<file path="src/rtl/epp_wr_pkg.sv">
package epp_wr_pkg;

    typedef enum logic [2:0] {
        ST_IDLE  = 3'd0,
        ST_ARM   = 3'd1,
        ST_SETUP = 3'd2,
        ST_STRB  = 3'd3,
        ST_END1  = 3'd4,
        ST_END2  = 3'd5,
        ST_DONE  = 3'd6
    } wr_state_e;

    typedef struct packed {
        logic busy;      // any state but idle
        logic hold;      // host must be stalled
        logic wr_phase;  // write line may be asserted
        logic dstb_n;
        logic astb_n;
    } pin_ctl_t;

    function automatic pin_ctl_t decode_state(input wr_state_e s, input logic sel_addr,
                                              input logic req);
        pin_ctl_t c;
        c.busy     = (s != ST_IDLE);
        c.hold     = (s == ST_IDLE) ? req : (s != ST_DONE);
        c.wr_phase = (s == ST_SETUP) || (s == ST_STRB) || (s == ST_END1);
        c.dstb_n   = !((s == ST_STRB) && !sel_addr);
        c.astb_n   = !((s == ST_STRB) && sel_addr);
        return c;
    endfunction

    function automatic logic in_watch(input wr_state_e s);
        return (s == ST_ARM) || (s == ST_SETUP) || (s == ST_STRB);
    endfunction

endpackage

</file>
<file path="src/rtl/epp_sync.sv">
module epp_sync #(
    parameter int   STAGES  = 2,
    parameter logic RST_VAL = 1'b1
) (
    input  logic clk,
    input  logic rst,
    input  logic d,
    output logic q
);
    logic [STAGES-1:0] sh;

    for (genvar i = 0; i < STAGES; i++) begin : g_stage
        if (i == 0) begin : g_first
            always_ff @(posedge clk) begin
                if (rst) sh[0] <= RST_VAL;
                else     sh[0] <= d;
            end
        end else begin : g_rest
            always_ff @(posedge clk) begin
                if (rst) sh[i] <= RST_VAL;
                else     sh[i] <= sh[i-1];
            end
        end
    end

    assign q = sh[STAGES-1];
endmodule

</file>
<file path="src/rtl/epp_wdog.sv">
module epp_wdog #(
    parameter int TMO_CYC = 500
) (
    input  logic clk,
    input  logic rst,
    input  logic run,
    output logic expire
);
    localparam int CW = (TMO_CYC > 2) ? $clog2(TMO_CYC) : 1;
    localparam logic [CW-1:0] LAST = CW'(TMO_CYC - 1);

    logic [CW-1:0] cnt;

    always_ff @(posedge clk) begin
        if (rst || !run)   cnt <= '0;
        else if (!expire)  cnt <= cnt + 1'b1;
    end

    assign expire = run && (cnt == LAST);
endmodule

</file>
<file path="src/rtl/epp_wr_fsm.sv">
module epp_wr_fsm
    import epp_wr_pkg::*;
#(
    parameter int DW = 8
) (
    input  logic          clk,
    input  logic          rst,
    input  logic          wr_req,
    input  logic          wr_sel_addr,
    input  logic [DW-1:0] wr_data,
    input  logic          wait_s,
    input  logic          expire,
    input  logic          tmo_clr,
    output wr_state_e     st,
    output logic [DW-1:0] lat_data,
    output logic          lat_sel,
    output logic          tmo_flag
);
    wr_state_e nxt;
    logic      abort;

    always_comb begin
        nxt   = st;
        abort = 1'b0;
        unique case (st)
            ST_IDLE:  if (wr_req) nxt = ST_ARM;
            ST_ARM: begin
                if (expire) begin
                    nxt   = ST_DONE;
                    abort = 1'b1;
                end else if (!wait_s) begin
                    nxt = ST_SETUP;
                end
            end
            ST_SETUP: begin
                if (expire) begin
                    nxt   = ST_DONE;
                    abort = 1'b1;
                end else begin
                    nxt = ST_STRB;
                end
            end
            ST_STRB: begin
                if (wait_s) begin
                    nxt = ST_END1;
                end else if (expire) begin
                    nxt   = ST_DONE;
                    abort = 1'b1;
                end
            end
            ST_END1:  nxt = ST_END2;
            ST_END2:  nxt = ST_DONE;
            ST_DONE:  if (!wr_req) nxt = ST_IDLE;
            default:  nxt = ST_IDLE;
        endcase
    end

    always_ff @(posedge clk) begin
        if (rst) begin
            st       <= ST_IDLE;
            lat_data <= '0;
            lat_sel  <= 1'b0;
            tmo_flag <= 1'b0;
        end else begin
            st <= nxt;
            if (st == ST_IDLE && wr_req) begin
                lat_data <= wr_data;
                lat_sel  <= wr_sel_addr;
            end
            if (abort)        tmo_flag <= 1'b1;
            else if (tmo_clr) tmo_flag <= 1'b0;
        end
    end
endmodule

</file>
<file path="src/rtl/epp_pin_mux.sv">
module epp_pin_mux
    import epp_wr_pkg::*;
#(
    parameter int DW = 8
) (
    input  wr_state_e     st,
    input  logic          lat_sel,
    input  logic [DW-1:0] lat_data,
    input  logic          wr_req,
    input  logic          ctl_strobe,
    input  logic          ctl_feed,
    input  logic          ctl_init,
    input  logic          ctl_dir,
    input  logic [DW-1:0] spp_dat,
    output logic          busy,
    output logic          host_rdy,
    output logic [DW-1:0] pbus_q,
    output logic          pbus_oe,
    output logic          pwr_n,
    output logic          dstb_n,
    output logic          astb_n,
    output logic          lp_strobe,
    output logic          lp_feed,
    output logic          lp_init
);
    pin_ctl_t c;
    logic     force_wr;

    always_comb begin
        c        = decode_state(st, lat_sel, wr_req);
        force_wr = c.busy && ctl_strobe;
        busy     = c.busy;
        host_rdy = !c.hold;
        dstb_n   = c.dstb_n;
        astb_n   = c.astb_n;
        pbus_oe  = force_wr || !ctl_dir;
        pwr_n    = !(force_wr || (c.wr_phase && !ctl_dir));
        pbus_q   = c.busy ? lat_data : spp_dat;
        lp_strobe = ctl_strobe;
        lp_feed   = ctl_feed;
        lp_init   = ctl_init;
    end
endmodule

</file>
<file path="src/rtl/epp_wr_engine.sv">
module epp_wr_engine
    import epp_wr_pkg::*;
#(
    parameter int DW          = 8,
    parameter int TMO_CYC     = 500,
    parameter int SYNC_STAGES = 2
) (
    input  logic          clk,
    input  logic          rst,
    input  logic          wr_req,
    input  logic          wr_sel_addr,
    input  logic [DW-1:0] wr_data,
    input  logic          tmo_clr,
    output logic          tmo_flag,
    output logic          host_rdy,
    input  logic          ctl_strobe,
    input  logic          ctl_feed,
    input  logic          ctl_init,
    input  logic          ctl_dir,
    input  logic [DW-1:0] spp_dat,
    input  logic          dev_wait_n,
    output logic [DW-1:0] pbus_q,
    output logic          pbus_oe,
    output logic          pwr_n,
    output logic          dstb_n,
    output logic          astb_n,
    output logic          lp_strobe,
    output logic          lp_feed,
    output logic          lp_init
);
    wr_state_e     st;
    logic          wait_s;
    logic          expire;
    logic [DW-1:0] lat_data;
    logic          lat_sel;
    logic          cyc_busy;

    epp_sync #(.STAGES(SYNC_STAGES), .RST_VAL(1'b1)) u_sync (
        .clk (clk),
        .rst (rst),
        .d   (dev_wait_n),
        .q   (wait_s)
    );

    epp_wdog #(.TMO_CYC(TMO_CYC)) u_wdog (
        .clk    (clk),
        .rst    (rst),
        .run    (in_watch(st)),
        .expire (expire)
    );

    epp_wr_fsm #(.DW(DW)) u_fsm (
        .clk         (clk),
        .rst         (rst),
        .wr_req      (wr_req),
        .wr_sel_addr (wr_sel_addr),
        .wr_data     (wr_data),
        .wait_s      (wait_s),
        .expire      (expire),
        .tmo_clr     (tmo_clr),
        .st          (st),
        .lat_data    (lat_data),
        .lat_sel     (lat_sel),
        .tmo_flag    (tmo_flag)
    );

    epp_pin_mux #(.DW(DW)) u_mux (
        .st         (st),
        .lat_sel    (lat_sel),
        .lat_data   (lat_data),
        .wr_req     (wr_req),
        .ctl_strobe (ctl_strobe),
        .ctl_feed   (ctl_feed),
        .ctl_init   (ctl_init),
        .ctl_dir    (ctl_dir),
        .spp_dat    (spp_dat),
        .busy       (cyc_busy),
        .host_rdy   (host_rdy),
        .pbus_q     (pbus_q),
        .pbus_oe    (pbus_oe),
        .pwr_n      (pwr_n),
        .dstb_n     (dstb_n),
        .astb_n     (astb_n),
        .lp_strobe  (lp_strobe),
        .lp_feed    (lp_feed),
        .lp_init    (lp_init)
    );
endmodule

</file>
<file path="config.mk">
export PLATFORM = sky130hd
export DESIGN_NAME = epp_wr_engine
export DESIGN_NICKNAME = d
export VERILOG_FILES = /design/src/rtl/epp_wr_pkg.sv /design/src/rtl/epp_sync.sv /design/src/rtl/epp_wdog.sv /design/src/rtl/epp_wr_fsm.sv /design/src/rtl/epp_pin_mux.sv /design/src/rtl/epp_wr_engine.sv
export SDC_FILE = /design/constraint.sdc
export NUM_CORES = 1
export LEC_CHECK = 0
export BUFFER_PORTS_ARGS = -buffer_cell sky130_fd_sc_hd__buf_2
export CAP_MARGIN = 20
export CELL_PAD_IN_SITES_DETAIL_PLACEMENT = 1
export CELL_PAD_IN_SITES_GLOBAL_PLACEMENT = 1
export CORE_ASPECT_RATIO = 2
export CORE_UTILIZATION = 34
export DETAILED_ROUTE_END_ITERATION = 8
export HOLD_SLACK_MARGIN = 0.08
export PLACE_DENSITY_LB_ADDON = 0.1
export SKIP_CTS_REPAIR_TIMING = 1
export SLEW_MARGIN = 20
export SYNTH_ARGS = -nofsm -noshare
export SYNTH_HDL_FRONTEND = slang
export SYNTH_SLANG_ARGS = --single-unit
</file>
<file path="constraint.sdc">
create_clock -name clk -period 1.8 [get_ports clk]
set_input_delay 0.45 -clock clk [delete_from_list [all_inputs] [get_ports clk]]
set_output_delay 0.45 -clock clk [all_outputs]
set_load 0.02 [all_outputs]
</file>
==> impl_metrics.toml, run 1 <==
[run_status]
run_status = "finished with violations"
violations = "setup timing"

[routing]
antenna_violating_nets_post_route = 0
routedWlPerCell_um = 15.5
wirelength_um = 3340
drt_pre_antenna_iters = 5
first_iter_violations = 9
viasPerCell = 5.42
vias = 1171
drc = 0

[logic_synthesis]
yosys_register_bits = 24
seq_area_frac_synth_pct = 40.1
synth_largest_type_area_fraction_pct = 40.1
postSynthAreaPerCell_um2 = 8.27
synth-warning-count = 0
ys_types = 36
postSynthCellCount = 145
synth_fp_nets = 172
netlist_area_before_placement_mm2 = 0.00120
synthTopCellsByArea = "sky130_fd_sc_hd__dfxtp_1, sky130_fd_sc_hd__mux2_2, sky130_fd_sc_hd__nand2_1"
netlist.top_cell.by_area = "sky130_fd_sc_hd__dfxtp_1"

[worst_hold_path]
timing.hold.worst.class = "in2reg"

[sta]
timing.fmax_mhz = 518
final-setup-viol-count = 11
rsz0062_at_grt = "true"
timing.final.crit_period_ns = 1.93
finalClockSkew_ns = 0.00314
setup_total_negative_slack_ns = -1.03
final-hold-violation-count = 0
tightestPinTransition_ns = 0.416
slew_headroom_pct = 72.1
crit_path_setup_slack_layout_ns = -0.131
slew_viol_final = 0
timing.hold.ws_ns = 0.357
fin_crit_sh_pct = 107

[worst_setup_path]
timing_worst_setup_path_type = "reg2out"
timing.reg2reg.setup_slack_ns = 0.25
rr_worst_depth = 5
worst_ep_required_time_ns = 1.35
worst-path-max-fanout = 6
worst_ep_arrival_time_ns = 1.48
critical_path.n_buffers_inverters = 2
crit_path_end = "pbus_q[5]"
start_of_the_worst_register_to_register_path = "u_wdog.cnt[0]"
critPathTopFamily = "flip-flops"
crit_top_cell = "sky130_fd_sc_hd__buf_6"
crit_path_cell_trace = "nor3_4, buf_6, mux2_4, buf_6"
crit_cells = 4
crit_slowest_cell = "sky130_fd_sc_hd__dfxtp_2"
critical_path.startpoint_type = "register"
capture_point_of_the_worst_reg_to_reg_path = "u_fsm.st[0]"
crit_start = "u_fsm.st[2]"
worst_path_largest_cell_delay_ns = 0.34
cp-end-kind = "primary output"

[floorplan]
floorplan.die.width_um = 44.0
dieHeight_um = 86.0
io_pins = 43
core_area_mm2 = 0.00338
die-area_mm2 = 0.00378
row_count = 30
starting_utilization_of_the_core_area_pct = 35.5

[run]
drv_cap = 0

[finish]
layout_commonest_cell = "sky130_fd_sc_hd__buf_2"
drive_above_1_share_pct = 37.5
layout.cells.most_common_list = "sky130_fd_sc_hd__buf_2, sky130_fd_sc_hd__nand2_1, sky130_fd_sc_hd__dfxtp_1"
layout.core_utilization_pct = 47.7
num-nets-final = 213
antenna_diode_count = 0
nFillCells = 419
area.growth.synth_to_final_pct = 34.3

[grt]
grt_usage_pct = 17.1
grt_start_max_net_pins = 16
antenna_violations_before_repair = 0
vias_in_the_first_global_route = 1134
overflow = 0
wire_length_of_the_first_global_routing_pass_um = 4910

[power]
worst_ir_drop_vdd_mv = 0.451
power.static_leakage_nw = 0.693
post-layout-total-power_mw = 1.14
cellPowerDensity_mw_per_mm2 = 710

[place]
detailed_place_hpwl_um = 2380
port_buffers = 38
routabilityCongestion = 0.703
post-place-ws_ns = 0.105

[clock_network]
cts_max_level = 1
worst_skew_pair.late_latency_ns = 0.27
cts_made_buffers = 3
clk_path_buf_depth = 2
clock_tree_root_driver_cell = "sky130_fd_sc_hd__clkbuf_8"
cts_tree = "yes"
cts.clk_slew.worst_paths_ns = 0.08
cts_num_sinks = 24
[through the flow]
stage	area, µm²	cells
2_1_floorplan	1200	145
3_3_place_gp	1420	211
3_5_place_dp	1420	211
4_1_cts	1460	214
5_1_grt	1610	216
6_report	1610	216
[synth_stat cells]
library cell                count
sky130_fd_sc_hd__dfxtp_1       24
sky130_fd_sc_hd__nand2_1       24
sky130_fd_sc_hd__a21oi_1       17
sky130_fd_sc_hd__nor2_1        14
sky130_fd_sc_hd__mux2_2         8
sky130_fd_sc_hd__o21ai_0        6
sky130_fd_sc_hd__buf_4          4
sky130_fd_sc_hd__nand3_1        4
sky130_fd_sc_hd__or3_1          4
sky130_fd_sc_hd__and3_1         3
sky130_fd_sc_hd__clkbuf_1       3
sky130_fd_sc_hd__nor2b_1        3
sky130_fd_sc_hd__xor2_1         3
sky130_fd_sc_hd__buf_2          2
sky130_fd_sc_hd__inv_1          2
sky130_fd_sc_hd__nor3_1         2
sky130_fd_sc_hd__or2_2          2
sky130_fd_sc_hd__xnor2_1        2
sky130_fd_sc_hd__a211oi_1       1
sky130_fd_sc_hd__a221oi_1       1
sky130_fd_sc_hd__a22oi_1        1
sky130_fd_sc_hd__and2_1         1
sky130_fd_sc_hd__and3_2         1
sky130_fd_sc_hd__and3b_1        1
sky130_fd_sc_hd__buf_1          1
sky130_fd_sc_hd__ha_1           1
sky130_fd_sc_hd__mux2i_1        1
sky130_fd_sc_hd__nand2b_1       1
sky130_fd_sc_hd__nand4_2        1
sky130_fd_sc_hd__nand4bb_1      1
sky130_fd_sc_hd__nor4_4         1
sky130_fd_sc_hd__o21a_1         1
sky130_fd_sc_hd__o22ai_1        1
sky130_fd_sc_hd__o32ai_1        1
sky130_fd_sc_hd__or3_2          1
sky130_fd_sc_hd__or3b_1         1
[kinds of logic (layout without fill, tap and decap cells)]
| kind of cell | after synthesis | count (layout) | share of synthesized area [%] |
|---|---|---|---|
| simple gates | 65 | 65 | 28.2 |
| compound gates | 29 | 29 | 13.5 |
| flops | 24 | 24 | 40.1 |
| buf+inv | 12 | 51 | 5.22 |
| mux | 9 | 9 | 8.35 |
| xor+xnor | 5 | 5 | 3.65 |
| fa+ha+maj | 1 | 1 | 1.04 |
[metal layers]
| metal | part of all wire, % | GRT usage, % | wire (µm) | vias to the layer above |
|---|---|---|---|---|
| met2 | 58 | 32.2 | 1930 | 27 |
| met3 | 2.5 | 1.89 | 83 | 8 |
| met4 | 2.3 | 8.26 | 78 | 0 |
| met5 | 0 | 0 | 0 | - |
| met1 | 37 | 17.7 | 1250 | 564 |
| li1 | - | - | - | 572 |
[final cells by class]
class	count	area, µm²	share of cell area (%)
clock buffers	3	41.3	2.56
inverters	2	7.51	0.466
multi-input cells	109	706	43.8
flip-flops and latches	24	484	30.1
well taps	32	40.0	2.49
repair buffers	46	332	20.6
[worst min path at each step]
stage | end | from | cells past startpoint | slack (ns)
after detailed placement | u_sync.q | u_sync.sh[0] | 1 | 0.41
final | u_sync.sh[0] | dev_wait_n | 2 | 0.36
after global placement | u_sync.q | u_sync.sh[0] | 1 | 0.39
after floorplan | u_sync.q | u_sync.sh[0] | 1 | 0.39
after global routing | u_sync.sh[0] | dev_wait_n | 2 | 0.36
after CTS | u_sync.sh[0] | dev_wait_n | 2 | 0.35
[power breakdown]
| part | switching (mW) | internal (mW) |
|---|---|---|
| clock | 0.168 | 0.150 |
| combinational | 0.128 | 0.134 |
| sequential | 0.0135 | 0.550 |
| total | 0.309 | 0.834 |
[state kept, by name (all words and copies together), names as in the netlist]
| name | flops |
|---|---|
| u_fsm.st | 3 |
| u_fsm.tmo_flag | 1 |
| u_fsm.lat_sel | 1 |
| u_sync.sh | 1 |
| u_sync.q | 1 |
| u_wdog.cnt | 9 |
| u_fsm.lat_data | 8 |
No activity file was read; power rests on OpenSTA's default activity.
==> run 2, diff against run 1 <==
--- a/config.mk
+++ b/config.mk
@@ -14,6 +14,7 @@
 export DETAILED_ROUTE_END_ITERATION = 8
 export HOLD_SLACK_MARGIN = 0.08
 export PLACE_DENSITY_LB_ADDON = 0.1
+export RECOVER_POWER = 50
 export SKIP_CTS_REPAIR_TIMING = 1
 export SLEW_MARGIN = 20
 export SYNTH_ARGS = -nofsm -noshare
==> run 2 against run 1 <==
Effect of this change:
- the flow still finishes with violations (setup timing)
- hold slack barely moved
- sequential share of layout area is 0.14 points higher
- via count hardly changed
- register-to-register slack is essentially flat
- sequential cell count unchanged
- critical path type unchanged
- largest power group unchanged
==> impl_metrics.toml, run 2 (synthesis results as in run 1) <==
[sta]
timing.final.crit_period_ns = 1.93
tightestPinTransition_ns = 0.675
rsz0062_at_grt = "true"
final-setup-viol-count = 11
timing.hold.ws_ns = 0.357
timing.fmax_mhz = 518
final-hold-violation-count = 0
finalClockSkew_ns = 0.00316
slew_viol_final = 0
crit_path_setup_slack_layout_ns = -0.131
fin_crit_sh_pct = 107
slew_headroom_pct = 55.0

[worst_setup_path]
timing.reg2reg.setup_slack_ns = 0.25
timing_worst_setup_path_type = "reg2out"
cp-end-kind = "primary output"
crit_path_cell_trace = "nor3_4, buf_6, mux2_4, buf_6"
critical_path.startpoint_type = "register"
worst_path_largest_cell_delay_ns = 0.34
crit_top_cell = "sky130_fd_sc_hd__buf_6"
critical_path.n_buffers_inverters = 2
capture_point_of_the_worst_reg_to_reg_path = "u_fsm.st[0]"
start_of_the_worst_register_to_register_path = "u_wdog.cnt[0]"
worst_ep_arrival_time_ns = 1.48
worst_ep_required_time_ns = 1.35
rr_worst_depth = 5
worst-path-max-fanout = 6
crit_slowest_cell = "sky130_fd_sc_hd__dfxtp_2"
critPathTopFamily = "flip-flops"

[power]
worst_ir_drop_vdd_mv = 0.451
internal-power_mw = 0.832
sw_frac_of_total_pct = 27.1
switching_power_mw = 0.309
seqPwrFrac_pct = 49.4
power.static_leakage_nw = 0.680
power_frac_comb_pct = 22.8
clockPowerShare_pct = 27.8
cellPowerDensity_mw_per_mm2 = 712

[clock_network]
clk_path_buf_depth = 2
cts_num_sinks = 24
cts_tree = "yes"
cts.clk_slew.worst_paths_ns = 0.08
worst_skew_pair.late_latency_ns = 0.27
clock_tree_root_driver_cell = "sky130_fd_sc_hd__clkbuf_8"
cts_made_buffers = 3
cts_max_level = 1

[grt]
grt_usage_pct = 17.1
overflow = 0
vias_in_the_first_global_route = 1134
antenna_violations_before_repair = 0
grt_start_max_net_pins = 16
wire_length_of_the_first_global_routing_pass_um = 4910

[finish]
nFillCells = 420
layout.cells.most_common_list = "sky130_fd_sc_hd__buf_2, sky130_fd_sc_hd__nand2_1, sky130_fd_sc_hd__dfxtp_1"
top_register = "u_wdog.cnt"
num-nets-final = 213
antenna_diode_count = 0
layout_commonest_cell = "sky130_fd_sc_hd__buf_2"
area.growth.synth_to_final_pct = 33.7
drive_above_1_share_pct = 35.3
reg.largest.list = "u_wdog.cnt: 9 flops, u_fsm.lat_data: 8 flops, u_fsm.st: 3 flops"
largest_register_ffs = 9

[routing]
vias = 1170
antenna_violating_nets_post_route = 0
viasPerCell = 5.42
drt_pre_antenna_iters = 5
first_iter_violations = 9
wirelength_um = 3340
routedWlPerCell_um = 15.5
drc = 0

[worst_hold_path]
timing.hold.worst_path_depth = 2
timing.hold.worst.class = "in2reg"
hold_path.startpoint = "dev_wait_n"
timing.hold.worst_endpoint = "u_sync.sh[0]"

[place]
post-place-ws_ns = 0.105
port_buffers = 38
routabilityCongestion = 0.703
detailed_place_hpwl_um = 2380

[floorplan]
starting_utilization_of_the_core_area_pct = 35.5
core_area_mm2 = 0.00338
die-area_mm2 = 0.00378
dieHeight_um = 86.0
io_pins = 43
row_count = 30
floorplan.die.width_um = 44.0

[run_status]
run_status = "finished with violations"
violations = "setup timing"

[run]
drv_cap = 0
[run 2: cell types whose count changed in the layout (fill, tap and decap cells not counted), sizes merged]
| cell | previous run | this run |
|---|---|---|
| clkbuf | 3 | 7 |
| buf | 46 | 42 |
[run 2: power by group through the flow]
stage	logic [mW]	registers, mW	clock network, mW
after floorplan	0.134	0.571	0
after global placement	0.193	0.572	0
after detailed placement	0.198	0.574	0
after CTS	0.199	0.561	0.330
after global routing	0.279	0.566	0.350
final	0.260	0.564	0.318
[run 2: layer usage]
layer | GRT usage (%) | part of all wire, % | up-vias
li1 | - | - | 572
met1 | 17.7 | 37 | 563
met2 | 32.2 | 58 | 27
met3 | 1.89 | 2.4 | 8
met4 | 8.26 | 2.3 | 0
met5 | 0 | 0 | -
[run 2: cell type report]
class | count | area (µm²) | area share [%]
Multi-Input combinational cell | 109 | 706 | 44.0
Sequential cell | 24 | 484 | 30.2
Timing Repair Buffer | 46 | 324 | 20.2
Clock buffer | 3 | 41.3 | 2.58
Tap cell | 32 | 40.0 | 2.50
Inverter | 2 | 7.51 | 0.468
[run 2: how the worst max path moves through the flow]
stage	from	to	slack (ns)	depth (start not counted)
floorplan	u_fsm.st[2]	pbus_oe	0.20	3
global placement	u_fsm.st[1]	pbus_q[6]	0.15	4
detailed placement	u_fsm.st[1]	pbus_q[6]	0.10	4
CTS	u_fsm.st[1]	pbus_q[6]	-0.21	4
global route	u_fsm.st[2]	pbus_q[5]	-0.18	4
finish	u_fsm.st[2]	pbus_q[5]	-0.13	4
[run 2: per-stage QoR]
stage               TNS (ns)  utilization (%)  area [µm²]  power, mW  std cells
finish                 -1.03             47.4        1600       1.14        216
global route           -1.56             47.4        1600       1.20        216
CTS                    -1.88             43.2        1460       1.09        214
detailed placement         0             42.0        1420      0.772        211
global placement           0             42.0        1420      0.765        211
floorplan                  0                -        1200      0.704        145
[run 2: worst register-to-register path: stages (launching register included)]
cell                        delay (ns)
sky130_fd_sc_hd__dfxtp_1          0.37
sky130_fd_sc_hd__ha_1             0.22
sky130_fd_sc_hd__nand4bb_1        0.19
sky130_fd_sc_hd__nor4_4           0.35
sky130_fd_sc_hd__o21ai_0          0.15
sky130_fd_sc_hd__and3_1           0.17
